===== src/rtl/pu_store_pkg.sv =====
package pu_store_pkg;
  typedef enum logic [1:0] {SZ_BYTE = 2'd0, SZ_HALF = 2'd1, SZ_WORD = 2'd2, SZ_DBL = 2'd3} st_size_e;
  typedef enum logic [1:0] {ST_IDLE = 2'd0, ST_REQ = 2'd1, ST_WB = 2'd2, ST_FIN = 2'd3} st_state_e;
endpackage


===== src/rtl/pu_lane_steer.sv =====
module pu_lane_steer #(
  parameter int XLEN = 64
) (
  input  logic [1:0]                     size_i,
  input  logic [$clog2(XLEN/8)-1:0]      off_i,
  input  logic [XLEN-1:0]                src_i,
  output logic [XLEN/8-1:0]              be_o,
  output logic [XLEN-1:0]                data_o,
  output logic                           cross_o
);
  localparam int BYTES = XLEN / 8;
  localparam int OFF_W = $clog2(BYTES);
  localparam int CNT_W = OFF_W + 5;

  logic [CNT_W-1:0] nbytes, start_pos, end_pos;
  logic [7:0]       src_b [BYTES];

  assign nbytes    = CNT_W'(1) << size_i;
  assign start_pos = CNT_W'(off_i);
  assign end_pos   = start_pos + nbytes;
  assign cross_o   = end_pos > CNT_W'(BYTES);

  for (genvar b = 0; b < BYTES; b++) begin : g_src
    assign src_b[b] = src_i[8*b +: 8];
  end

  // lane l is big-endian: lane 0 is the top byte of the bus
  for (genvar l = 0; l < BYTES; l++) begin : g_lane
    localparam logic [CNT_W-1:0] LANE = CNT_W'(l);
    logic             hit;
    logic [CNT_W-1:0] k;
    assign hit = (LANE >= start_pos) && (LANE < end_pos);
    assign k   = end_pos - CNT_W'(1) - LANE;
    assign be_o[BYTES-1-l]          = hit;
    assign data_o[8*(BYTES-1-l) +: 8] = hit ? src_b[k[OFF_W-1:0]] : 8'h00;
  end
endmodule


===== src/rtl/pu_ea_adder.sv =====
module pu_ea_adder #(
  parameter int XLEN = 64
) (
  input  logic [XLEN-1:0] base_i,
  input  logic [XLEN-1:0] index_i,
  output logic [XLEN-1:0] sum_o
);
  assign sum_o = base_i + index_i;
endmodule


===== src/rtl/pu_store_ctrl.sv =====
module pu_store_ctrl
  import pu_store_pkg::*;
(
  input  logic clk_i,
  input  logic rst_ni,
  input  logic start_i,
  input  logic bad_form_i,
  input  logic cross_i,
  input  logic hs_i,
  output logic ready_o,
  output logic load_o,
  output logic req_valid_o,
  output logic wb_valid_o,
  output logic done_o,
  output logic invalid_o,
  output logic misaligned_o
);
  st_state_e state_q, state_d;
  logic accept;

  assign ready_o     = (state_q == ST_IDLE);
  assign accept      = start_i && ready_o;
  assign load_o      = accept && !bad_form_i && !cross_i;
  assign req_valid_o = (state_q == ST_REQ);
  assign wb_valid_o  = (state_q == ST_WB);
  assign done_o      = (state_q == ST_FIN);

  always_comb begin
    state_d = state_q;
    unique case (state_q)
      ST_IDLE: if (load_o) state_d = ST_REQ;
      ST_REQ:  if (hs_i)   state_d = ST_WB;
      ST_WB:               state_d = ST_FIN;
      ST_FIN:              state_d = ST_IDLE;
      default:             state_d = ST_IDLE;
    endcase
  end

  always_ff @(posedge clk_i or negedge rst_ni) begin
    if (!rst_ni) begin
      state_q      <= ST_IDLE;
      invalid_o    <= 1'b0;
      misaligned_o <= 1'b0;
    end else begin
      state_q      <= state_d;
      invalid_o    <= accept && bad_form_i;
      misaligned_o <= accept && !bad_form_i && cross_i; // zero register wins
    end
  end
endmodule


===== src/rtl/pu_store_unit.sv =====
module pu_store_unit #(
  parameter int XLEN      = 64,
  parameter int REG_IDX_W = 5
) (
  input  logic                 clk_i,
  input  logic                 rst_ni,
  input  logic                 op_valid_i,
  output logic                 op_ready_o,
  input  logic [1:0]           op_size_i,
  input  logic [REG_IDX_W-1:0] op_base_idx_i,
  input  logic [XLEN-1:0]      op_base_val_i,
  input  logic [XLEN-1:0]      op_index_val_i,
  input  logic [XLEN-1:0]      op_src_val_i,
  output logic                 mem_req_valid_o,
  input  logic                 mem_req_ready_i,
  output logic [XLEN-1:0]      mem_addr_o,
  output logic [XLEN/8-1:0]    mem_be_o,
  output logic [XLEN-1:0]      mem_wdata_o,
  output logic                 wb_valid_o,
  output logic [REG_IDX_W-1:0] wb_idx_o,
  output logic [XLEN-1:0]      wb_data_o,
  output logic                 invalid_form_o,
  output logic                 misaligned_o,
  output logic                 done_o
);
  localparam int BYTES = XLEN / 8;
  localparam int OFF_W = $clog2(BYTES);

  logic [BYTES-1:0] be_c;
  logic [XLEN-1:0]  data_c, sum_c;
  logic             cross_c, bad_form_c, load, hs;

  assign bad_form_c = (op_base_idx_i == '0);
  assign hs         = mem_req_valid_o && mem_req_ready_i;

  pu_lane_steer #(.XLEN(XLEN)) u_steer (
    .size_i (op_size_i),
    .off_i  (op_base_val_i[OFF_W-1:0]),
    .src_i  (op_src_val_i),
    .be_o   (be_c),
    .data_o (data_c),
    .cross_o(cross_c)
  );

  pu_ea_adder #(.XLEN(XLEN)) u_adder (
    .base_i (op_base_val_i),
    .index_i(op_index_val_i),
    .sum_o  (sum_c)
  );

  pu_store_ctrl u_ctrl (
    .clk_i       (clk_i),
    .rst_ni      (rst_ni),
    .start_i     (op_valid_i),
    .bad_form_i  (bad_form_c),
    .cross_i     (cross_c),
    .hs_i        (hs),
    .ready_o     (op_ready_o),
    .load_o      (load),
    .req_valid_o (mem_req_valid_o),
    .wb_valid_o  (wb_valid_o),
    .done_o      (done_o),
    .invalid_o   (invalid_form_o),
    .misaligned_o(misaligned_o)
  );

  always_ff @(posedge clk_i or negedge rst_ni) begin
    if (!rst_ni) begin
      mem_addr_o  <= '0;
      mem_be_o    <= '0;
      mem_wdata_o <= '0;
      wb_idx_o    <= '0;
      wb_data_o   <= '0;
    end else if (load) begin
      mem_addr_o  <= op_base_val_i; // old base addresses memory
      mem_be_o    <= be_c;
      mem_wdata_o <= data_c;
      wb_idx_o    <= op_base_idx_i;
      wb_data_o   <= sum_c;
    end
  end
endmodule


===== config.mk =====
export PLATFORM = sky130hd
export DESIGN_NAME = pu_store_unit
export DESIGN_NICKNAME = d
export VERILOG_FILES = /design/src/rtl/pu_store_pkg.sv /design/src/rtl/pu_lane_steer.sv /design/src/rtl/pu_ea_adder.sv /design/src/rtl/pu_store_ctrl.sv /design/src/rtl/pu_store_unit.sv
export SDC_FILE = /design/constraint.sdc
export NUM_CORES = 1
export LEC_CHECK = 0
export ABC_AREA = 1
export ABC_CLOCK_PERIOD_IN_PS = 2340
export CAP_MARGIN = 20
export CORE_ASPECT_RATIO = 1.75
export CORE_UTILIZATION = 51
export DETAILED_ROUTE_END_ITERATION = 10
export PLACE_DENSITY_LB_ADDON = 0.25
export SLEW_MARGIN = 20
export SYNTH_ARGS = -nofsm -noshare
export SYNTH_HDL_FRONTEND = slang
export SYNTH_SLANG_ARGS = --single-unit

===== constraint.sdc =====
create_clock -name clk_i -period 2.34 [get_ports clk_i]
set_clock_uncertainty 0.15 [all_clocks]
set_input_delay 0.234 -clock clk_i [delete_from_list [all_inputs] [get_ports clk_i]]
set_output_delay 0.234 -clock clk_i [all_outputs]
set_load 0.01 [all_outputs]

Word-level counts from Yosys, hierarchy flattened
Index checks and enable logic that the tools add are counted.
{"block": "word_totals", "regBits": 209, "input_bits": 203, "out_inout_bits": 211, "elab_cells": 111}
{"block": "classes", "add_sub_neg": 10, "n_lt_le_gt_ge": 25, "n_eq_ne": 5, "n_shift": 1, "n_mux": 35, "n_bitwise": 8, "n_reduce_logical": 19}
{"operator": "8-bit binary-select mux with 3-bit select", "n": 8}
{"operator": "8-bit two-way mux", "n": 24}
{"operator": "64-bit adder", "n": 1}
{"operator": "4-bit >= comparator, second input constant", "n": 8}
{"operator": "3-bit by 8-bit < comparator with 1-bit output, first input constant", "n": 4}
{"operator": "3-bit NOT with 4-bit output", "n": 8}
{"operator": "1-bit by 8-bit < comparator with 1-bit output, first input constant", "n": 2}
{"operator": "2-bit by 8-bit < comparator with 1-bit output, first input constant", "n": 2}
{"operator": "1-bit logical AND", "n": 14}
{"operator": "3-bit >= comparator, first input constant", "n": 4}
{"operator": "3-bit subtractor, second input constant", "n": 4}
{"operator": "3-bit by 8-bit adder with 8-bit output", "n": 1}
{"operator": "8-bit by 4-bit > comparator with 1-bit output, second input constant", "n": 1}
{"operator": "2-bit case mux with 4 select lines", "n": 1}
{"operator": "1-bit by 2-bit << shifter with 8-bit output, first input constant", "n": 1}
{"operator": "1-bit by 3-bit >= comparator with 1-bit output, first input constant", "n": 2}
{"operator": "2-bit by 3-bit >= comparator with 1-bit output, first input constant", "n": 2}
{"operator": "3-bit by 1-bit subtractor with 3-bit output, second input constant", "n": 2}
{"operator": "3-bit by 2-bit subtractor with 3-bit output, second input constant", "n": 2}
{"operator": "5-bit zero test", "n": 1}
{"operator": "2-bit == test, second input constant", "n": 2}
{"operator": "2-bit two-way mux", "n": 2}
{"operator": "2-bit by 1-bit == test with 1-bit output, second input constant", "n": 1}
{"operator": "1-bit zero test", "n": 2}
{"operator": "4 further kinds", "n": 4}

Depth between registers and ports, before layout
Gate-level depths: netlist of the first run.
{"block": "logic_depth", "ltp_word": 9, "ltp_mapped": 19, "ltp_nobuf": 16}

Hierarchy
From an unflattened synthesis of the first run, not the netlist that was laid out.
{"block": "hier_totals", "hier_cells": 2866, "area_unflattened_um2": 18104.9}
{"mod": "pu_store_unit", "instances": 1, "cells_each": 872, "area_each_um2": 8841.0, "seq_area_each_um2": 5129.9}
{"mod": "pu_ea_adder", "instances": 1, "cells_each": 1291, "area_each_um2": 6028.3, "seq_area_each_um2": 0.0}
{"mod": "pu_lane_steer", "instances": 1, "cells_each": 673, "area_each_um2": 2975.4, "seq_area_each_um2": 0.0}
{"mod": "pu_store_ctrl", "instances": 1, "cells_each": 30, "area_each_um2": 260.2, "seq_area_each_um2": 100.1}

Least setup slack after synthesis of the first run
Ideal clock, no wire load.
{"block": "synth_timing", "kind": "input to register", "from": "input op_size_i[1]", "to": "register mem_wdata_o[62]", "setup_ps": 116, "arrival_time_ps": 2907, "required_ps": 2074, "path_slack_ps": -833, "cell_stages": 17, "n_path_buf": 5, "cell_sequence": "nor2_1 ha_1 inv_1 fa_1 buf_2 inv_1 buf_2 clkbuf_1 ha_1 clkbuf_1 inv_1 clkbuf_1 o21ai_0 mux2i_1 inv_1 nand2_1 nand2_1"}
{"block": "synth_between", "elab_chain_cells": 8, "word_cells_on_any_way": 13}
{"element": "start, declared", "line_no": "pu_store_unit.sv:9", "source": "input logic [1:0] op_size_i,"}
{"element": "1-bit by 2-bit << shifter with 8-bit output (*)", "line_no": "pu_lane_steer.sv:18", "source": "assign nbytes = CNT_W'(1) << size_i;"}
{"element": "3-bit by 8-bit adder with 8-bit output (*)", "line_no": "pu_lane_steer.sv:20", "source": "assign end_pos = start_pos + nbytes;"}
{"element": "3-bit by 1-bit subtractor with 3-bit output", "line_no": "pu_lane_steer.sv:33", "source": "assign k = end_pos - CNT_W'(1) - LANE;"}
{"element": "3-bit NOT with 4-bit output (not written as such)", "line_no": "pu_lane_steer.sv:35", "source": "assign data_o[8*(BYTES-1-l) +: 8] = hit ? src_b[k[OFF_W-1:0]] : 8'h00;"}
{"element": "8-bit binary-select mux with 3-bit select", "line_no": "pu_lane_steer.sv:35"}
{"element": "8-bit two-way mux (not written as such) (2 in series)", "line_no": "pu_lane_steer.sv:35"}
{"element": "8-bit two-way mux", "line_no": "pu_lane_steer.sv:35"}
{"element": "end signal, assigned", "line_no": "pu_store_unit.sv:77", "source": "mem_wdata_o <= data_c;"}
{"element": "end, declared", "line_no": "pu_store_unit.sv:18", "source": "output logic [XLEN-1:0] mem_wdata_o,"}
Every way passes the cells marked *; elsewhere a longest branch is shown, timed or not. The select of a mux whose other input is x is not followed.
A chain may end at the register's enable or synchronous reset.

Worst setup path in the final report of the first run
{"block": "layout_timing", "from": "input op_size_i[1]", "to": "register mem_wdata_o[29]"}
{"block": "layout_between", "elab_chain_cells": 9, "word_cells_on_any_way": 14}
{"element": "1-bit by 2-bit << shifter with 8-bit output (*)", "line_no": "pu_lane_steer.sv:18"}
{"element": "3-bit by 8-bit adder with 8-bit output (*)", "line_no": "pu_lane_steer.sv:20"}
{"element": "3-bit by 1-bit subtractor with 3-bit output", "line_no": "pu_lane_steer.sv:33"}
{"element": "3-bit subtractor", "line_no": "pu_lane_steer.sv:33"}
{"element": "3-bit NOT with 4-bit output (not written as such)", "line_no": "pu_lane_steer.sv:35"}
{"element": "8-bit binary-select mux with 3-bit select", "line_no": "pu_lane_steer.sv:35"}
{"element": "8-bit two-way mux (not written as such) (2 in series)", "line_no": "pu_lane_steer.sv:35"}
{"element": "8-bit two-way mux", "line_no": "pu_lane_steer.sv:35"}
Marked as above.

==> flow_summary.json, run 1 <==
{
  "grt_max_degree": 62,
  "tns_ps": 0,
  "comb_power_share_pct": 53.5,
  "status": "finished, final reports clean",
  "cp-end-kind": "flip-flop",
  "fin_crit_sh_pct": 99.8,
  "clockRootBuffer": "clkbuf_16",
  "setup_viol": 0,
  "drt_wl_total_um": 71400,
  "antenna_found_initial": 2,
  "async_reset_ff_share_pct": 100,
  "final_util_pct": 78.2,
  "tightestPinTransition_ps": 751,
  "drc": 0,
  "syn_inst": 2663,
  "syn2layout_area_growth_pct": 50.1,
  "cts_max_level": 1,
  "seqPwrFrac_pct": 29.0,
  "multiInputGateArea_um2": 9230,
  "synth_nets": 2941,
  "hold_path_class": "in2async",
  "synth_edf_count": 0,
  "track_usage_pct": 44.3,
  "grt_pass1_vias": 20935,
  "via_per_inst": 5.37,
  "numClockSinks": 209,
  "grt_pass1_wl_um": 108000,
  "holdWs_ps": 41.6,
  "max_freq_ghz": 0.428,
  "n_fill_cell": 2203,
  "die_area_um2": 32200,
  "final_cell_mix": "nand2_1 (1275), clkdlybuf4s50_1 (407), inv_1 (397)",
  "tritoncts": "yes",
  "power.density_nw_per_um2": 900,
  "ir_drop_mv": 0.873,
  "ys_ff_latch": 209,
  "drv_slew": 0,
  "vias": 20128,
  "cp-start-kind": "primary input",
  "clock_latency_ps": 550,
  "coreArea_um2": 30800,
  "portBuffers": 413,
  "clockPowerShare_pct": 17.5,
  "yosysUniqueCellTypes": 40,
  "clk_pin_slew_worst_paths_ps": 70,
  "rsz0062_at_grt": "yes",
  "syn_area_um2": 16100,
  "power.switching_mw": 8.81,
  "fp-row-count": 85,
  "layout-drive-gt1-share_pct": 12.8,
  "die_w_um": 136,
  "relSlewSlack_pct": 49.6,
  "finalCriticalPeriod_ps": 2340,
  "cts_made_buffers": 22,
  "p_leak_nw": 13.3,
  "num_io_pins": 414,
  "dp_hpwl_um": 55100,
  "path_max_fanout": 6,
  "ys_seq_area_share_pct": 32.6,
  "syn_area_per_cell_um2": 6.03,
  "grt_overflow": 0,
  "cts.path.max_buffers": 3,
  "die_y_um": 237,
  "arrival_ps": 2650,
  "finalHoldViolCount": 0,
  "critPathKind": "in2reg",
  "yosys_warnings": 0,
  "power.internal_mw": 12.9,
  "detail-route-antenna-nets": 0,
  "synth_ff_type": "dfrtp_1",
  "ff_latch_area_um2": 5230,
  "wl_per_cell_um": 19.1,
  "switching_share_pct": 40.6,
  "finalNetCount": 3615,
  "firstDrtPassIters": 7,
  "drt_first_iter_violations": 1441,
  "final_common_cell": "nand2_1",
  "cap_violations": 0,
  "r2r_slack_ps": 140,
  "power_mw": 21.7,
  "start_util_pct": 52.1,
  "required_ps": 2660,
  "gp_congestion": 1.12
}
metal layers:
metal	part of all wire, %	global-route usage [%]	routed length, um	up-vias
met4	12	44.3	8450	0
met5	0	0	0	-
met2	50	77.8	35400	1159
met3	7.6	9.93	5430	455
met1	31	40.3	22200	9086
li1	-	-	-	9428
worst max-delay path: stages:
cell and delay [ps]:
buf_4 130, nor2_4 130, ha_4 150, inv_2 40
fa_1 570, ha_2 220, nand2_2 70, o21ai_4 210
nand2_8 110, buf_6 150, nor3_4 210, buf_12 140
buf_8 130, nand2_1 80, nand2_1 70
repair_timing:
action,CTS,global route
hold buffers,1,0
endpoints found under the setup margin,206,76
pin swaps,11,13
hold endpoints to repair,209,0
resized for setup,33,61
buffers inserted,7,9
gates cloned,1,2
state kept, by name, summed over array words and instances, names as in the netlist:
signal	flops
mem_wdata_o	64
u_ctrl.invalid_o	1
wb_idx_o	5
u_ctrl.state_q	2
mem_be_o	8
u_ctrl.misaligned_o	1
mem_addr_o	64
wb_data_o	64
Yosys cell counts (3+ instances only):
cell type	n	area share, %
nor2_1	152	3.6
nand2_4	3	0.21
buf_4	4	0.19
nor3_1	21	0.65
inv_1	404	9.4
a21oi_1	43	1.3
inv_2	3	0.070
mux2i_1	11	0.69
nand4_1	10	0.39
o21ai_0	177	5.5
clkbuf_1	34	0.79
nand3b_1	7	0.33
and2_0	4	0.16
buf_2	35	1.1
o21ai_1	21	0.65
nand3_1	95	3.0
o31ai_1	4	0.19
dfrtp_1	209	33
ha_1	73	5.7
xnor2_1	30	1.6
nand2_1	1293	30
power by group through the flow:
stage               Clock (mW)  Combinational, mW  Sequential [mW]
finish                    3.79               11.6             6.30
global route              3.92               12.5             6.42
floorplan                    0               4.13             6.78
detailed placement           0               11.0             6.26
CTS                       3.78               11.3             6.25
global placement             0               10.6             6.20
cell type report:
type / instances / share of cell area (%)
repair buffers: 723 / 28.3
well taps: 391 / 2.03
clock inverters: 12 / 0.555
inverters: 410 / 6.50
diodes: 1 / 0.0104
multi-input cells: 1970 / 38.3
clock buffers: 28 / 2.58
repair inverters: 1 / 0.0363
flip-flops and latches: 209 / 21.7
through the flow:
step / cell area, um^2 / worst slack, ps / cells
3_3_place_gp: 22900 / -811 / 3686
4_1_cts: 23900 / 17.5 / 3735
2_1_floorplan: 16200 / -401 / 2663
5_1_grt: 24100 / -77.2 / 3745
6_report: 24100 / 4.07 / 3745
3_5_place_dp: 22900 / -969 / 3686
final timing paths:
| path | from | end | depth (start not counted) |
|---|---|---|---|
| worst max-delay path | op_size_i[1] | mem_wdata_o[29] | 15 |
| worst min register to register | mem_addr_o[34] | mem_addr_o[34] | 2 |
| worst min-delay path | rst_ni | mem_addr_o[24] | 2 |
| max in group asynchronous | rst_ni | mem_wdata_o[34] | 3 |
| worst max register to register | u_ctrl.state_q[0] | mem_wdata_o[29] | 11 |
| min in group clk_i | op_base_val_i[0] | mem_addr_o[0] | 4 |
logic make-up after synthesis:
family                   share of synthesized area, %
AO/OA/AOI/OAI                                    8.19
flip-flops                                       32.6
AND/OR/NAND/NOR                                  39.0
adder cells (fa/ha/maj)                          5.94
multiplexers                                    0.686
buffers and inverters                            11.8
XOR/XNOR                                         1.86
(Power assumes the default switching activity.)
==> inputs of run 2 (changes only) <==
--- a/config.mk
+++ b/config.mk
@@ -14,3 +14,2 @@
 export PLACE_DENSITY_LB_ADDON = 0.25
-export SLEW_MARGIN = 20
 export SYNTH_ARGS = -nofsm -noshare
==> constraint.sdc (replaced) <==
create_clock -name clk_i -period 2.34 [get_ports clk_i]
set_clock_uncertainty 0.15 [all_clocks]
set_input_delay 0.351 -clock clk_i [delete_from_list [all_inputs] [get_ports clk_i]]
set_output_delay 0.351 -clock clk_i [all_outputs]
set_load 0.01 [all_outputs]
==> flow_summary.json, run 2 (synthesized netlist as in run 1, its figures left out) <==
{
  "p_leak_nw": 13.4,
  "hold_path_class": "in2reg",
  "tns_ps": -2930,
  "critPathBufInv": 3,
  "layout-drive-gt1-share_pct": 14.7,
  "grt_pass1_vias": 20447,
  "die_area_um2": 32200,
  "cts.path.max_buffers": 3,
  "start_util_pct": 52.1,
  "grt_pass1_wl_um": 103000,
  "fin_crit_sh_pct": 108,
  "finalNetCount": 3600,
  "grt_overflow": 0,
  "wl_per_cell_um": 19.4,
  "ir_drop_mv": 0.939,
  "reg2regPathDepth": 9,
  "cp_cell_sequence": "clkdlybuf4s50_1 -> ha_4 -> nand2_1 -> inv_1 -> nand2_1 -> nand2_1 -> inv_1 -> nand3_2 -> nand3_1 -> nand2_4 -> nand2_1 -> nand2_1 -> nand2_1 -> nand3_1 -> nand2_1",
  "slowest_delay_ps": 660,
  "cts_made_buffers": 22,
  "portBuffers": 413,
  "r2r_slack_ps": -40,
  "r2r-end": "mem_wdata_o[16]",
  "vias": 20253,
  "grt-busiest-layer": "met2",
  "clockRootBuffer": "clkbuf_16",
  "critPathKind": "in2reg",
  "critical-path-top-delay-family": "simple AND/OR/NAND/NOR gates",
  "final_common_cell": "nand2_1",
  "finalCriticalPeriod_ps": 2520,
  "clock_latency_ps": 530,
  "num_io_pins": 414,
  "cts_max_level": 1,
  "drt_wl_total_um": 72200,
  "dp.cells": 3654,
  "via_per_inst": 5.43,
  "numClockSinks": 209,
  "max_freq_ghz": 0.396,
  "cp-end-kind": "flip-flop",
  "grt_max_degree": 103,
  "final_cell_mix": "nand2_1 (1250), clkdlybuf4s50_1 (404), inv_1 (397)",
  "drv_slew": 0,
  "antenna_found_initial": 1,
  "setup_viol": 38,
  "track_usage_pct": 42.1,
  "cap_violations": 0,
  "required_ps": 2620,
  "gp_congestion": 1.03,
  "fin_area_um2": 24400,
  "top_regs": "mem_addr_o (64), mem_wdata_o (64), wb_data_o (64)",
  "final_cells": 3728,
  "r2r_start": "u_ctrl.state_q[0]",
  "met2_usage_pct": 75.9,
  "dp_hpwl_um": 53300,
  "drt_first_iter_violations": 1376,
  "placed_cell_area_um2": 22600,
  "coreArea_um2": 30800,
  "finalHoldViolCount": 0,
  "crit_path_top_delay_cell": "clkdlybuf4s50_1",
  "path_max_fanout": 4,
  "violations": "negative setup slack",
  "firstDrtPassIters": 7,
  "setup_ws_ps": -184,
  "cp_num_cells": 15,
  "cpMostUsedCell": "nand2_1",
  "crit_end": "wb_data_o[58]",
  "relSlewSlack_pct": 47.8,
  "syn2layout_area_growth_pct": 52.2,
  "die_y_um": 237,
  "status": "finished, violations left",
  "power.density_nw_per_um2": 897,
  "die_w_um": 136,
  "tritoncts": "yes",
  "detail-route-antenna-nets": 0,
  "grt.met3_usage_pct": 8.03,
  "met1_usage_pct": 37.7,
  "arrival_ps": 2800,
  "fp-row-count": 85,
  "rsz0062_at_grt": "yes",
  "clk_pin_slew_worst_paths_ps": 60,
  "cp-start-kind": "primary input",
  "drc": 0,
  "crit_start": "op_base_val_i[9]",
  "tightestPinTransition_ps": 774
}
run 2: cell types whose count changed in the layout (fill, tap and decap cells not counted), sizes merged:
cell,previous run,this run
nand2,1298,1300
clkdlybuf4s50,407,404
clkinv,11,8
dlymetal6s2s,0,3
bufinv,2,1
dlygate4sd2,1,2
inv,409,412
clkbuf,31,33
buf,311,290
run 2: what timing repair did:
item                       in CTS  in global routing
pin swaps                      10                 24
setup endpoints to repair     209                182
gates resized for setup        56                167
hold buffers                    1                  0
hold endpoints to repair      189                  0
gates cloned                    4                  5
buffers inserted               13                 13
run 2: metrics by stage:
stage	utilization (%)	worst slack, ps	power (mW)	hold slack (ps)
6_report	79.2	-184	21.9	52.0
5_1_grt	79.2	-363	23.0	59.3
4_1_cts	76.5	-12.7	21.0	149
3_5_place_dp	73.2	-1080	17.1	141
3_3_place_gp	73.2	-942	16.6	142
2_1_floorplan	-	-512	10.9	-94.6
run 2: tightest hold or removal path: cells and delay by family:
family,cells,cell delay [ps]
buffers and inverters,1,180
and+or+nand+nor,2,150
run 2: area by class of cell:
cell class	instances	area [um^2]
repair buffers	705	6680
multi-input cells	1972	9710
repair inverters	2	32.5
clock buffers	28	624
well taps	391	489
inverters	410	1590
clock inverters	10	85.1
diodes	1	2.50
fillers	2159	6400
flip-flops and latches	209	5230
run 2: how the worst min path moves through the flow:
stage	start	endpoint	cells past startpoint
after CTS	op_base_val_i[1]	mem_addr_o[1]	3
after global routing	op_base_val_i[22]	mem_addr_o[22]	3
final	op_base_val_i[22]	mem_addr_o[22]	3
after global placement	rst_ni	mem_addr_o[25]	1
after detailed placement	rst_ni	mem_addr_o[25]	1
after floorplan	rst_ni	mem_addr_o[0]	0
run 2: power by group:
part | total [mW] | switching (mW) | leakage [nW] | internal, mW
sequential | 6.35 | 1.16 | 2.68 | 5.20
clock | 3.62 | 1.62 | 0.354 | 2.00
combinational | 12.0 | 6.26 | 10.3 | 5.70
total | 21.9 | 9.03 | 13.4 | 12.9
run 2: per-layer routing:
metal | share of wire, % | wire length [um]
met5 | 0 | 0
met4 | 12 | 8400
met3 | 7.8 | 5650
met2 | 50 | 35900
met1 | 31 | 22300
